## config.mk

```make
export PLATFORM = sky130hd
export DESIGN_NAME = da_filter
export DESIGN_NICKNAME = d
export VERILOG_FILES = /design/src/rtl/da_filter_pkg.sv /design/src/rtl/da_capture.sv /design/src/rtl/da_crc.sv /design/src/rtl/da_decide.sv /design/src/rtl/da_filter.sv
export SDC_FILE = /design/constraint.sdc
export NUM_CORES = 1
export LEC_CHECK = 0
export BUFFER_PORTS_ARGS = -buffer_cell sky130_fd_sc_hd__clkbuf_2
export CAP_MARGIN = 10
export CORE_MARGIN = 3
export CORE_UTILIZATION = 51
export DETAILED_ROUTE_END_ITERATION = 8
export GPL_ROUTABILITY_DRIVEN = 0
export MAX_ROUTING_LAYER = met4
export PLACE_DENSITY = 0.76
export SLEW_MARGIN = 20
export SYNTH_ARGS = -nofsm -noshare
export SYNTH_HDL_FRONTEND = slang
export SYNTH_HIERARCHICAL = 1
export SYNTH_SLANG_ARGS = --single-unit
```

## constraint.sdc

```tcl
create_clock -name clk -period 3 [get_ports clk]
set_clock_uncertainty 0.15 [all_clocks]
set_input_delay 0.45 -clock clk [delete_from_list [all_inputs] [get_ports clk]]
set_output_delay 0.45 -clock clk [all_outputs]
set_load 0.005 [all_outputs]
```

## src/rtl/da_filter_pkg.sv

```systemverilog
// Package: shared constants and the byte-wide CRC step for the DA filter.
// Assumes bytes are fed least significant bit first, CRC kept in MSB-first form.
package da_filter_pkg;

    localparam logic [31:0] CRC_POLY = 32'h04C11DB7;
    localparam logic [31:0] CRC_SEED = 32'hFFFF_FFFF;

    // Advance the CRC register by one byte, bit 0 of the byte first.
    function automatic logic [31:0] crc_step_byte(input logic [31:0] c_in,
                                                  input logic [7:0]  d);
        logic [31:0] c;
        logic        fb;
        c = c_in;
        for (int i = 0; i < 8; i++) begin
            fb = c[31] ^ d[i];
            c  = {c[30:0], 1'b0};
            if (fb) c = c ^ CRC_POLY;
        end
        return c;
    endfunction

endpackage

```

## src/rtl/da_capture.sv

```systemverilog
// Module: da_capture
// Counts DA bytes from start-of-frame, collects the address, records the
// multicast flag and pulses done one cycle after the last byte is taken.
// Assumes a start-of-frame byte always restarts, and extra bytes are dropped.
module da_capture #(
    parameter int N_BYTES = 6,
    localparam int ADDR_W = 8 * N_BYTES,
    localparam int CNT_W  = $clog2(N_BYTES + 1)
) (
    input  logic              clk,
    input  logic              rst_n,
    input  logic              byte_vld,
    input  logic              byte_sof,
    input  logic [7:0]        byte_data,
    output logic              take_first,
    output logic              take_next,
    output logic [ADDR_W-1:0] addr,
    output logic              mcast,
    output logic              done
);

    localparam logic [CNT_W-1:0] CNT_FULL = CNT_W'(N_BYTES);
    localparam logic [CNT_W-1:0] CNT_LAST = CNT_W'(N_BYTES - 1);

    logic [CNT_W-1:0] cnt;

    // Classify the present byte as first, continuing or ignored.
    always_comb begin
        take_first = byte_vld && byte_sof;
        take_next  = byte_vld && !byte_sof && (cnt != '0) && (cnt < CNT_FULL);
    end

    // Track position, shift in address bytes, raise done after the last one.
    always_ff @(posedge clk) begin
        if (!rst_n) begin
            cnt   <= '0;
            addr  <= '0;
            mcast <= 1'b0;
            done  <= 1'b0;
        end else begin
            done <= (take_first && (N_BYTES == 1)) || (take_next && (cnt == CNT_LAST));
            if (take_first) begin
                cnt   <= CNT_W'(1);
                addr  <= {{(ADDR_W-8){1'b0}}, byte_data};
                mcast <= byte_data[0];
            end else if (take_next) begin
                cnt  <= cnt + CNT_W'(1);
                addr <= {addr[ADDR_W-9:0], byte_data};
            end
        end
    end

    a_r2_count_bound: assert property (@(posedge clk) disable iff (!rst_n)
        cnt <= CNT_FULL);

    a_r2_done_single: assert property (@(posedge clk) disable iff (!rst_n)
        done |=> !done);

endmodule

```

## src/rtl/da_crc.sv

```systemverilog
// Module: da_crc
// Runs CRC-32 over the DA bytes and presents the hash index taken from the
// complemented top bits. Assumes seed and step are never high together.
module da_crc #(
    parameter int IDX_W = 6
) (
    input  logic             clk,
    input  logic             rst_n,
    input  logic             seed,
    input  logic             step,
    input  logic [7:0]       data,
    output logic [IDX_W-1:0] idx
);
    import da_filter_pkg::*;

    logic [31:0] crc_q;

    // Restart from the seed on the first byte, otherwise fold bytes in.
    always_ff @(posedge clk) begin
        if (!rst_n) begin
            crc_q <= CRC_SEED;
        end else if (seed) begin
            crc_q <= crc_step_byte(CRC_SEED, data);
        end else if (step) begin
            crc_q <= crc_step_byte(crc_q, data);
        end
    end

    // Index is the inverted upper CRC bits.
    always_comb idx = ~crc_q[31 -: IDX_W];

    a_r12_crc_hold: assert property (@(posedge clk) disable iff (!rst_n)
        !(seed || step) |=> $stable(crc_q));

endmodule

```

## src/rtl/da_decide.sv

```systemverilog
// Module: da_decide
// Combines lookup and exact comparison with the mode controls into raw
// accept and fail flags. Assumes its inputs are stable while done is high.
module da_decide #(
    parameter int ADDR_W = 48,
    parameter int HASH_BITS = 64,
    localparam int IDX_W = $clog2(HASH_BITS)
) (
    input  logic                 cfg_promisc,
    input  logic                 cfg_pass_mcast,
    input  logic                 cfg_hash_uc,
    input  logic                 cfg_hash_mc,
    input  logic                 cfg_inverse,
    input  logic [ADDR_W-1:0]    cfg_addr,
    input  logic [HASH_BITS-1:0] table_bits,
    input  logic [IDX_W-1:0]     idx,
    input  logic [ADDR_W-1:0]    addr,
    input  logic                 mcast,
    output logic                 accept_raw,
    output logic                 fail_raw
);

    logic use_hash;
    logic hit;
    logic pass;

    // Pick the test for this frame class and form the verdict.
    always_comb begin
        use_hash   = mcast ? cfg_hash_mc : cfg_hash_uc;
        hit        = use_hash ? table_bits[idx] : (addr == cfg_addr);
        pass       = (mcast && cfg_pass_mcast) || (hit ^ cfg_inverse);
        accept_raw = cfg_promisc || pass;
        fail_raw   = !cfg_promisc && !pass;
    end

endmodule

```

## src/rtl/da_filter.sv

```systemverilog
// Module: da_filter (top)
// Destination address filter: capture, CRC hashing and verdict.
// Assumes configuration is held steady while a frame's DA arrives.
module da_filter #(
    parameter int DA_BYTES  = 6,
    parameter int HASH_BITS = 64,
    localparam int ADDR_W = 8 * DA_BYTES,
    localparam int WORD_W = HASH_BITS / 2,
    localparam int IDX_W  = $clog2(HASH_BITS)
) (
    input  logic              clk,
    input  logic              rst_n,
    input  logic              byte_vld,
    input  logic              byte_sof,
    input  logic [7:0]        byte_data,
    input  logic              cfg_promisc,
    input  logic              cfg_pass_mcast,
    input  logic              cfg_hash_uc,
    input  logic              cfg_hash_mc,
    input  logic              cfg_inverse,
    input  logic [ADDR_W-1:0] cfg_addr,
    input  logic [WORD_W-1:0] cfg_hash_hi,
    input  logic [WORD_W-1:0] cfg_hash_lo,
    output logic              dec_vld,
    output logic              dec_accept,
    output logic              dec_fail
);

    logic              take_first;
    logic              take_next;
    logic [ADDR_W-1:0] addr;
    logic              mcast;
    logic              done;
    logic [IDX_W-1:0]  idx;
    logic              accept_raw;
    logic              fail_raw;

    da_capture #(.N_BYTES(DA_BYTES)) u_cap (
        .clk       (clk),
        .rst_n     (rst_n),
        .byte_vld  (byte_vld),
        .byte_sof  (byte_sof),
        .byte_data (byte_data),
        .take_first(take_first),
        .take_next (take_next),
        .addr      (addr),
        .mcast     (mcast),
        .done      (done)
    );

    da_crc #(.IDX_W(IDX_W)) u_crc (
        .clk  (clk),
        .rst_n(rst_n),
        .seed (take_first),
        .step (take_next),
        .data (byte_data),
        .idx  (idx)
    );

    da_decide #(.ADDR_W(ADDR_W), .HASH_BITS(HASH_BITS)) u_dec (
        .cfg_promisc   (cfg_promisc),
        .cfg_pass_mcast(cfg_pass_mcast),
        .cfg_hash_uc   (cfg_hash_uc),
        .cfg_hash_mc   (cfg_hash_mc),
        .cfg_inverse   (cfg_inverse),
        .cfg_addr      (cfg_addr),
        .table_bits    ({cfg_hash_hi, cfg_hash_lo}),
        .idx           (idx),
        .addr          (addr),
        .mcast         (mcast),
        .accept_raw    (accept_raw),
        .fail_raw      (fail_raw)
    );

    // Present the verdict only in the done cycle.
    always_comb begin
        dec_vld    = done;
        dec_accept = done && accept_raw;
        dec_fail   = done && fail_raw;
    end

    a_r10_promisc: assert property (@(posedge clk) disable iff (!rst_n)
        (dec_vld && cfg_promisc) |-> (dec_accept && !dec_fail));

    a_r11_fail_complement: assert property (@(posedge clk) disable iff (!rst_n)
        (dec_vld && !cfg_promisc) |-> (dec_accept != dec_fail));

    a_r8_pass_mcast: assert property (@(posedge clk) disable iff (!rst_n)
        (dec_vld && mcast && cfg_pass_mcast) |-> dec_accept);

    a_r2_quiet_between: assert property (@(posedge clk) disable iff (!rst_n)
        !dec_vld |-> (!dec_accept && !dec_fail));

endmodule

```

==> results of run 1 <==
==> worst paths after layout <==
kind              depth (start not counted)       startpoint  slack, ns              end
setup / recovery                          9  u_crc/crc_q[26]      -0.39         dec_fail
hold / removal                            2  u_crc/crc_q[15]       0.33  u_crc/crc_q[15]
setup reg to reg                         10     u_cap/cnt[1]       0.48  u_crc/crc_q[22]
hold reg to reg                           2  u_crc/crc_q[15]       0.33  u_crc/crc_q[15]
==> tightest hold or removal path, cell delays in order, from the launching register on <==
cell and delay [ns]:
dfxtp_1 0.32, inv_1 0.05, a31oi_1 0.06
==> registers in the layout, summed over array words and instances (netlist names) <==
name and cells:
u_cap/addr 48, u_cap/cnt 3, u_cap/done 1, u_cap/mcast 1, u_crc/crc_q 32
==> cells in the final DEF, fill, tap and decap left out, drive strengths merged, types with 3 or more instances in the layout <==
cell type	n
clkinv	3
nand3b	10
o211ai	24
a211o	6
dfxtp	85
a21boi	4
xnor3	11
xnor2	108
mux4	15
o2bb2ai	3
nor3	3
ha	3
buf	36
nand4	24
inv	19
nand3	5
a21oi	11
o22ai	4
nor2b	4
mux2i	44
a31oi	12
and2	5
xor2	44
o21ai	22
clkbuf	140
or3	4
a2bb2oi	4
nand2	65
and3b	8
mux2	4
nor2	18
o21a	3
nor4	7
==> area by class of cell <==
| type | count | area (um2) | share of cell area (%) |
|---|---|---|---|
| sequential | 85 | 1700 | 23.0 |
| timing repair buffer | 167 | 938 | 12.7 |
| clock inverter | 7 | 77.6 | 1.05 |
| multi-input combinational | 494 | 4210 | 56.9 |
| tap | 143 | 179 | 2.42 |
| inverter | 16 | 67.6 | 0.913 |
| clock buffer | 9 | 225 | 3.04 |
==> cell usage after synthesis, types with 3 or more instances <==
master / instances / area, um2
xnor2_1: 97 / 850
dfxtp_1: 85 / 1700
nand2_1: 64 / 240
mux2i_1: 43 / 430
xor2_1: 42 / 368
nand4_1: 24 / 150
o211ai_1: 24 / 180
clkbuf_1: 21 / 78.8
buf_2: 18 / 90.1
nor2_1: 18 / 67.6
inv_1: 15 / 56.3
a31oi_1: 12 / 75.1
o21ai_0: 12 / 60.1
a21oi_1: 10 / 50.1
mux4_2: 10 / 225
nand3b_1: 10 / 75.1
o21ai_1: 10 / 50.1
xnor3_1: 9 / 203
and3b_1: 8 / 70.1
xnor2_2: 8 / 130
buf_6: 7 / 78.8
nor4_1: 7 / 43.8
a211o_1: 6 / 52.6
and2_1: 5 / 31.3
mux4_1: 5 / 131
nand3_1: 5 / 25.0
a2bb2oi_1: 4 / 35.0
buf_4: 4 / 30.0
mux2_2: 4 / 45.0
nor2b_1: 4 / 25.0
o22ai_1: 4 / 25.0
or3_1: 4 / 25.0
ha_1: 3 / 37.5
nor3_1: 3 / 15.0
o21a_1: 3 / 22.5
o2bb2ai_1: 3 / 26.3
xnor2_4: 3 / 82.6
==> report_power, final <==
group	switching, uW	total, uW	internal [uW]
logic	689	1480	792
registers	60.3	1250	1190
clock network	538	1130	589
total	1290	3860	2570
==> routing by layer <==
| metal | vias up | track usage [%] |
|---|---|---|
| met4 | 0 | 9.10 |
| met5 | - | - |
| li1 | 2531 | - |
| met2 | 225 | 41.6 |
| met3 | 36 | 3.44 |
| met1 | 2582 | 32.7 |
==> stage by stage <==
| stage | setup slack (ns) | instances |
|---|---|---|
| after detailed placement | -0.161 | 905 |
| after global placement | -0.109 | 905 |
| after floorplan | -0.0667 | 647 |
| after global routing | -0.452 | 921 |
| after CTS | -0.406 | 921 |
| final | -0.391 | 921 |
==> cells by family (layout without fill, tap and decap cells) <==
group / Yosys count / after routing / synth area share [%]
xor gates and xnor gates: 165 / 165 / 28.3
and+or+nand+nor: 160 / 160 / 13.4
AOI/OAI and AO/OA: 103 / 103 / 11.3
DFF: 85 / 85 / 27.2
buffers and inverters: 68 / 199 / 5.56
muxes: 63 / 63 / 13.6
adders and majority gates: 3 / 3 / 0.600
==> what timing repair did <==
item                                    CTS  global route
buffers inserted                          0             0
endpoints found under the setup margin    2             2
resized for setup                         4             1
pin swaps                                 1             0
==> impl_metrics.toml, run 1 <==
[sta]
slew_viol_final = 0
worst_pin_slew_ns = 0.545
rsz0062_at_grt = "true"
min_period_over_period_pct = 113
fmax_mhz = 295
tns_ns = -0.720
setup_violations = 2
fin_ws_ns = -0.391
whs_ns = 0.334
finalCriticalPeriod_ns = 3.39
final_hold_viol_count = 0
max-slew-margin-rel_pct = 63.6

[cts]
root_buffer = "clkbuf_16"
hold_buffers = 0
clk_pin_slew_ns = 0.07
clockBufferDepth = 2
cts_inserted_buffers = 9
cts_sinks = 85
cts_tree = "done"
clk_latency_ns = 0.35
h-tree-depth = 3

[placement]
io_buffers = 131
placed_cell_area_mm2 = 0.00711
detailed_place_hpwl_um = 12900

[synthesis]
ys_types = 62
synth-seq-cells = 85
syn-num-nets = 779
ys.flop_type = "dfxtp_1"
synth_edf_count = 0
ys_seq_area_share_pct = 27.2
async_flop_share_pct = 0
syn_area_per_cell_um2 = 9.68
yosys_warnings = 6
synthCells = 647
syn_area_mm2 = 0.00626

[critical_path]
crit_path_max_fanout = 5
critPathKind = "reg2out"
cp-end-kind = "output pin"
critPathRequiredTime_ns = 2.40
cp_slowest_cell = "mux4_2"
path_buf_inv = 2
path_cells = "inv_6, mux4_2, mux4_2, o32a_1, nor4b_4, o21a_1, o21a_1, and2_1, clkbuf_2"
crit_arrival_ns = 2.79
path_delay_family = "multiplexers"
cp-start-kind = "register"
slowest_delay_ns = 0.51

[routing]
drc = 0
drt_iter0_drc = 413
dr.pass1.iters = 5
via_per_inst = 5.83
postRouteAntennaNets = 0
dr_wl_met2_um = 8590
wl_met3_um = 1140
wl_um = 17100
routedWlPerCell_um = 18.5
m1WireLength_um = 6930
top_layer = "met4"
num_vias = 5374

[hold_path]
worstHoldPathType = "reg2reg"

[pwr]
p_per_area_mw_per_mm2 = 521
p_leak_uw = 0.00312
total_power_uw = 3860
ir_drop_mv = 0.259

[global_route]
gr-total-overflow = 0
grt_max_degree = 52
grt.total_usage_pct = 25.6
grt_first_pass_wirelength_um = 26400
antenna_found_initial = 0
grt_pass1_vias = 5239

[floorplanning]
num_io_pins = 132
initial_utilization_pct = 53.5
die_area_mm2 = 0.0136
core_area_mm2 = 0.0117
num_rows = 39
die_w_um = 117
die_y_um = 117

[outcome]
status = "finished, violations left"
violations = "negative setup slack"

[job]
maxCapViolCount = 0

[cells_and_area]
fill_cells = 955
drive_gt1_share_pct = 29.2
finalInstanceArea_mm2 = 0.00740
final_nets = 905
n_antenna_cell = 0
area_delta_synth_final_pct = 18.2
postLayoutCoreUtil_pct = 63.2
Note: power is estimated with default switching activity, not from simulation.
==> inputs of run 2 (changes only) <==
- REMOVE_ABC_BUFFERS: unset -> 1
==> run 2 against run 1 <==
The flow still finishes with violations (negative setup slack). Final cell count rose by 0.11%. Clock power shrank 9%. First-iteration DRC count grew 4.1%. Register-to-register slack got worse by 0.08 ns. Worst hold slack worse by 0.033 ns. Clock-buffer cell count rose by 1. Sequential power about the same. Global-route usage up 1.2 points. Setup slack worse by 0.0095 ns. Final area barely moved. Flip-flop and latch count is the same. Critical endpoint unchanged.
==> impl_metrics.toml, run 2 (synthesis results as in run 1) <==
[sta]
worst_pin_slew_ns = 0.612
min_period_over_period_pct = 113
fin_ws_ns = -0.401
setup_violations = 2
rsz0062_at_grt = "true"
slew_viol_final = 0
fmax_mhz = 294
max-slew-margin-rel_pct = 59.1
finalCriticalPeriod_ns = 3.40
whs_ns = 0.301
final_hold_viol_count = 0

[critical_path]
critPathKind = "reg2out"
crit_arrival_ns = 2.80
cp-start-kind = "register"
cp-end-kind = "output pin"
critPathRequiredTime_ns = 2.40
crit_path_max_fanout = 6

[cts]
root_buffer = "clkbuf_16"
cts_inserted_buffers = 9
h-tree-depth = 3
clk_latency_ns = 0.35
cts_tree = "done"
cts_sinks = 85
hold_buffers = 0
clockBufferDepth = 2
clk_pin_slew_ns = 0.07

[pwr]
total_power_uw = 3760
p_per_area_mw_per_mm2 = 509
p_leak_uw = 0.00312
ir_drop_mv = 0.397

[placement]
io_buffers = 131
detailed_place_hpwl_um = 13500

[routing]
drc = 0
via_per_inst = 5.81
routedWlPerCell_um = 19.1
num_vias = 5360
postRouteAntennaNets = 0
wl_um = 17600
dr.pass1.iters = 7
drt_iter0_drc = 430

[global_route]
antenna_found_initial = 0
grt_pass1_vias = 5494
grt_max_degree = 33
grt.total_usage_pct = 26.8
gr-total-overflow = 0
grt_first_pass_wirelength_um = 27700

[floorplanning]
core_area_mm2 = 0.0117
num_io_pins = 132
die_w_um = 117
die_area_mm2 = 0.0136
num_rows = 39
initial_utilization_pct = 53.5
die_y_um = 117

[cells_and_area]
top_register = "u_cap/addr"
drive_gt1_share_pct = 29.7
n_antenna_cell = 0
top_regs = "u_cap/addr: 48 flops, u_crc/crc_q: 32 flops, u_cap/cnt: 3 flops"
fill_cells = 958
largest_register_ff_count = 48
final_cell_mix = "130 x clkbuf_2, 97 x xnor2_1, 84 x dfxtp_1"
final_nets = 907
area_delta_synth_final_pct = 18.1
layout_commonest_cell = "clkbuf_2"

[outcome]
violations = "negative setup slack"
status = "finished, violations left"

[job]
maxCapViolCount = 0

[hold_path]
worstHoldPathType = "in2reg"
[run 2: cell type report]
cell class / count / area [um2] / area share (%)
flip-flops and latches: 85 / 1700 / 23.0
multi-input cells: 494 / 4220 / 57.1
well taps: 143 / 179 / 2.42
inverters: 16 / 67.6 / 0.914
repair buffers: 169 / 960 / 13.0
clock inverters: 5 / 37.5 / 0.508
clock buffers: 10 / 229 / 3.10
[run 2: routing by layer]
layer	wire length, um	global-route usage, %	up-vias
li1	-	-	2537
met1	7220	32.4	2590
met2	9140	45.1	202
met3	880	4.52	31
met4	404	9.56	0
met5	0	-	-
[run 2: critical path, stage by stage (launching register included)]
cell,delay [ns]
dfxtp_2,0.34
clkinv_4,0.08
mux4_2,0.50
mux4_2,0.47
o32a_1,0.33
nor4b_4,0.14
o21a_1,0.19
o21a_1,0.16
and2_4,0.13
buf_6,0.11
[run 2: worst paths after layout]
path,start,to,slack (ns),cells past startpoint
max,u_crc/crc_q[26],dec_fail,-0.40,9
min reg2reg,u_crc/crc_q[15],u_crc/crc_q[15],0.32,2
min,rst_n,u_crc/crc_q[12],0.30,2
max reg2reg,u_crc/crc_q[31],u_crc/crc_q[12],0.40,5
[run 2: through the flow]
stage	util, %	cell area, um2	cells	setup slack, ns	TNS [ns]
6_report	63.2	7400	922	-0.401	-0.750
5_1_grt	63.2	7400	922	-0.515	-0.999
4_1_cts	63.0	7370	922	-0.415	-0.757
3_5_place_dp	60.7	7110	906	-0.201	-0.333
3_3_place_gp	60.7	7110	906	-0.173	-0.266
2_1_floorplan	-	5980	595	-0.199	-0.318
[run 2: where the power goes]
part           total [uW]  internal, uW  switching [uW]
Combinational        1490           797             692
Sequential           1250          1190            58.2
Clock                1030           559             468
Total                3760          2540            1220
[run 2: what timing repair did]
action                                 in CTS  in global routing
buffers inserted                            1                  0
setup endpoints to repair                   2                  2
pin swaps                                   0                  5
gates resized for setup                     6                  8
endpoints found under the hold margin       0                  0
==> inputs of run 3 (changes only) <==
- CORE_ASPECT_RATIO: unset -> 0.75
- CORE_UTILIZATION: 51 -> 49
- PLACE_DENSITY: 0.76 -> 0.75
- SYNTH_HIERARCHICAL: 1 -> unset
==> run 3 against run 2 <==
The flow still finishes with violations (negative setup slack). Critical path type unchanged. Synthesized cell count down 1.4%. Maximum frequency grew 6.2%. Clock-buffer cell count stayed put. Worst hold slack improved by 0.015 ns. Core utilization decreased by 0.19 points. Global-route usage decreased by 1.9 points. Clock power is 17% higher. Combinational power is 23% lower. Sequential power barely moved.
==> impl_metrics.toml, run 3 <==
[outcome]
status = "finished, violations left"
violations = "negative setup slack"

[floorplanning]
die_area_mm2 = 0.0126
num_io_pins = 132
core_area_mm2 = 0.0107
die_y_um = 98.1
die_w_um = 129
num_rows = 32
initial_utilization_pct = 52.0

[cells_and_area]
multi_input_area_mm2 = 0.00360
seqCellArea_mm2 = 0.00171
area_delta_synth_final_pct = 21.1
drive_gt1_share_pct = 26.8
final_nets = 892
largest_register_ff_count = 48
finalInstanceArea_mm2 = 0.00671
layout_commonest_cell = "nand2_1"
top_regs = "u_cap.addr: 48 flops, u_crc.crc_q: 32 flops, u_cap.cnt: 3 flops"
fin_cells = 901
final_cell_mix = "144 x nand2_1, 130 x clkbuf_2, 103 x xnor2_1"
fill_cells = 903
top_register = "u_cap.addr"
n_antenna_cell = 0

[sta]
setup_violations = 2
rsz0062_at_grt = "true"
min_period_over_period_pct = 107
max-slew-margin-rel_pct = 62.0
final_hold_viol_count = 0
fin_ws_ns = -0.203
slew_viol_final = 0
worst_pin_slew_ns = 0.570
fmax_mhz = 312
whs_ns = 0.316
finalCriticalPeriod_ns = 3.20

[synthesis]
synth_top_family_by_area = "XOR/XNOR gates"
synth-adder-area-share_pct = 0.678
yosysTopAreaCell = "dfxtp_1"
synth_edf_count = 0
syn_area_per_cell_um2 = 8.68
ys_types = 48
synth_xor_area_share_pct = 28.0
ys.flop_type = "dfxtp_1"
synth-compound-area-share_pct = 12.7
yosysMostFrequentCell = "nand2_1"
ys_seq_area_share_pct = 30.7
async_flop_share_pct = 0
synthCells = 638
synth_top_cells_by_area = "dfxtp_1 31%, xnor2_1 16%, nand2_1 9.8%"
syn_area_mm2 = 0.00554
synth_simple_gate_area_share_pct = 15.0
synth-seq-cells = 85
yosysTopAreaCellShare_pct = 30.7
yosys_warnings = 0
synth.area.mux_share_pct = 8.95
synthTopCellsByCount = "144 x nand2_1, 103 x xnor2_1, 85 x dfxtp_1, 52 x a21oi_1, 49 x xor2_1"

[routing]
routedWlPerCell_um = 17.2
drt_iter0_drc = 398
num_vias = 4992
postRouteAntennaNets = 0
drc = 0
via_per_inst = 5.54
wl_um = 15500
dr.pass1.iters = 5

[pwr]
ir_drop_mv = 0.286
p_per_area_mw_per_mm2 = 538
total_power_uw = 3600
p_leak_uw = 0.00271

[critical_path]
crit_path_max_fanout = 6
cp-start-kind = "register"
crit_arrival_ns = 2.60
cp-end-kind = "output pin"
rr_startpoint = "u_crc.crc_q[30]"
critPathKind = "reg2out"
critPathLaunch = "u_crc.crc_q[26]"
critPathRequiredTime_ns = 2.40

[global_route]
grt.total_usage_pct = 24.9
gr-usage-met2_pct = 40.6
grtUsageMet3_pct = 5.52
grt_first_pass_wirelength_um = 24400
antenna_found_initial = 0
met1_usage_pct = 31.2
gr-total-overflow = 0
gr-max-usage-layer = "met2"
grt_pass1_vias = 4969
grt_max_degree = 44

[cts]
clk_pin_slew_ns = 0.06
cts_inserted_buffers = 9
cts_sinks = 85
clk_latency_ns = 0.34
h-tree-depth = 3
clockBufferDepth = 2
cts_tree = "done"
root_buffer = "clkbuf_16"

[placement]
io_buffers = 131
detailed_place_hpwl_um = 11700
dp_slack_ns = -0.153
dp.cells = 883
placed_cell_area_mm2 = 0.00636

[hold_path]
worstHoldPathType = "reg2reg"
hold_path_startpoint = "u_cap.addr[45]"

[job]
maxCapViolCount = 0
-- run 3: changes by cell type in the layout (fill, tap and decap cells not counted), moves of 9 or more --
cell      before  now
a21boi_0       2   11
a21oi_1       10   52
a31oi_1       12    0
buf_4         37   25
inv_1         12    2
mux2i_1       43    6
nand2_1       64  144
nand4_1       24   11
o21ai_0       12   22
o21ai_1       10    0
-- run 3: per-stage QoR --
step                      utilization, %  setup TNS (ns)
final                               63.0          -0.396
after global routing                63.0          -0.604
after CTS                           62.8          -0.453
after detailed placement            59.7          -0.280
after global placement              59.7          -0.198
after floorplan                        -           -4.52
-- run 3: where the power goes --
group          switching, uW  leakage [uW]  internal (uW)
clock                    474      0.000151            739
sequential              62.6      0.000693           1180
combinational            571       0.00186            576
-- run 3: repair_timing --
| action | in CTS | in global routing |
|---|---|---|
| endpoints found under the setup margin | 2 | 2 |
| resized for setup | 7 | 7 |
| hold buffers | 0 | 0 |
| pin swaps | 2 | 0 |
| setup buffers | 2 | 0 |
-- run 3: critical path, cell delays in order (launching register included) --
cell and delay (ns):
dfxtp_4 0.40, mux4_2 0.50, mux4_2 0.50, nor3b_2 0.20
a31o_2 0.14, o22ai_2 0.08, xor2_2 0.16, nor3b_2 0.16
buf_2 0.13
-- run 3: final cells by class --
cell class,instances,share of cell area (%)
clock buffer,10,3.41
inverter,2,0.112
timing repair buffer,159,13.3
tap,136,2.54
sequential,85,25.5
clock inverter,6,1.42
multi-input combinational,503,53.7
-- run 3: cell families (layout without fill, tap and decap cells) --
family,count (synthesis),in the layout
mux,25,25
simple gates,197,197
buf+inv,50,177
compound gates,116,116
xor+xnor,162,162
flops,85,85
fa+ha+maj,3,3
-- run 3: worst paths after layout --
| path | to | slack [ns] | cells past startpoint |
|---|---|---|---|
| worst max-delay path | dec_fail | -0.20 | 8 |
| worst min-delay path | u_cap.addr[45] | 0.32 | 2 |
| worst max register to register | u_crc.crc_q[4] | 0.40 | 9 |
| worst min register to register | u_cap.addr[45] | 0.32 | 2 |
-- run 3: per-layer routing --
layer / wire length [um] / vias to the layer above / share of wire (%)
met5: 0 / - / 0
met4: 259 / 0 / 1.7
met3: 1410 / 28 / 9.1
met2: 7370 / 231 / 47
met1: 6500 / 2350 / 42
li1: - / 2383 / -
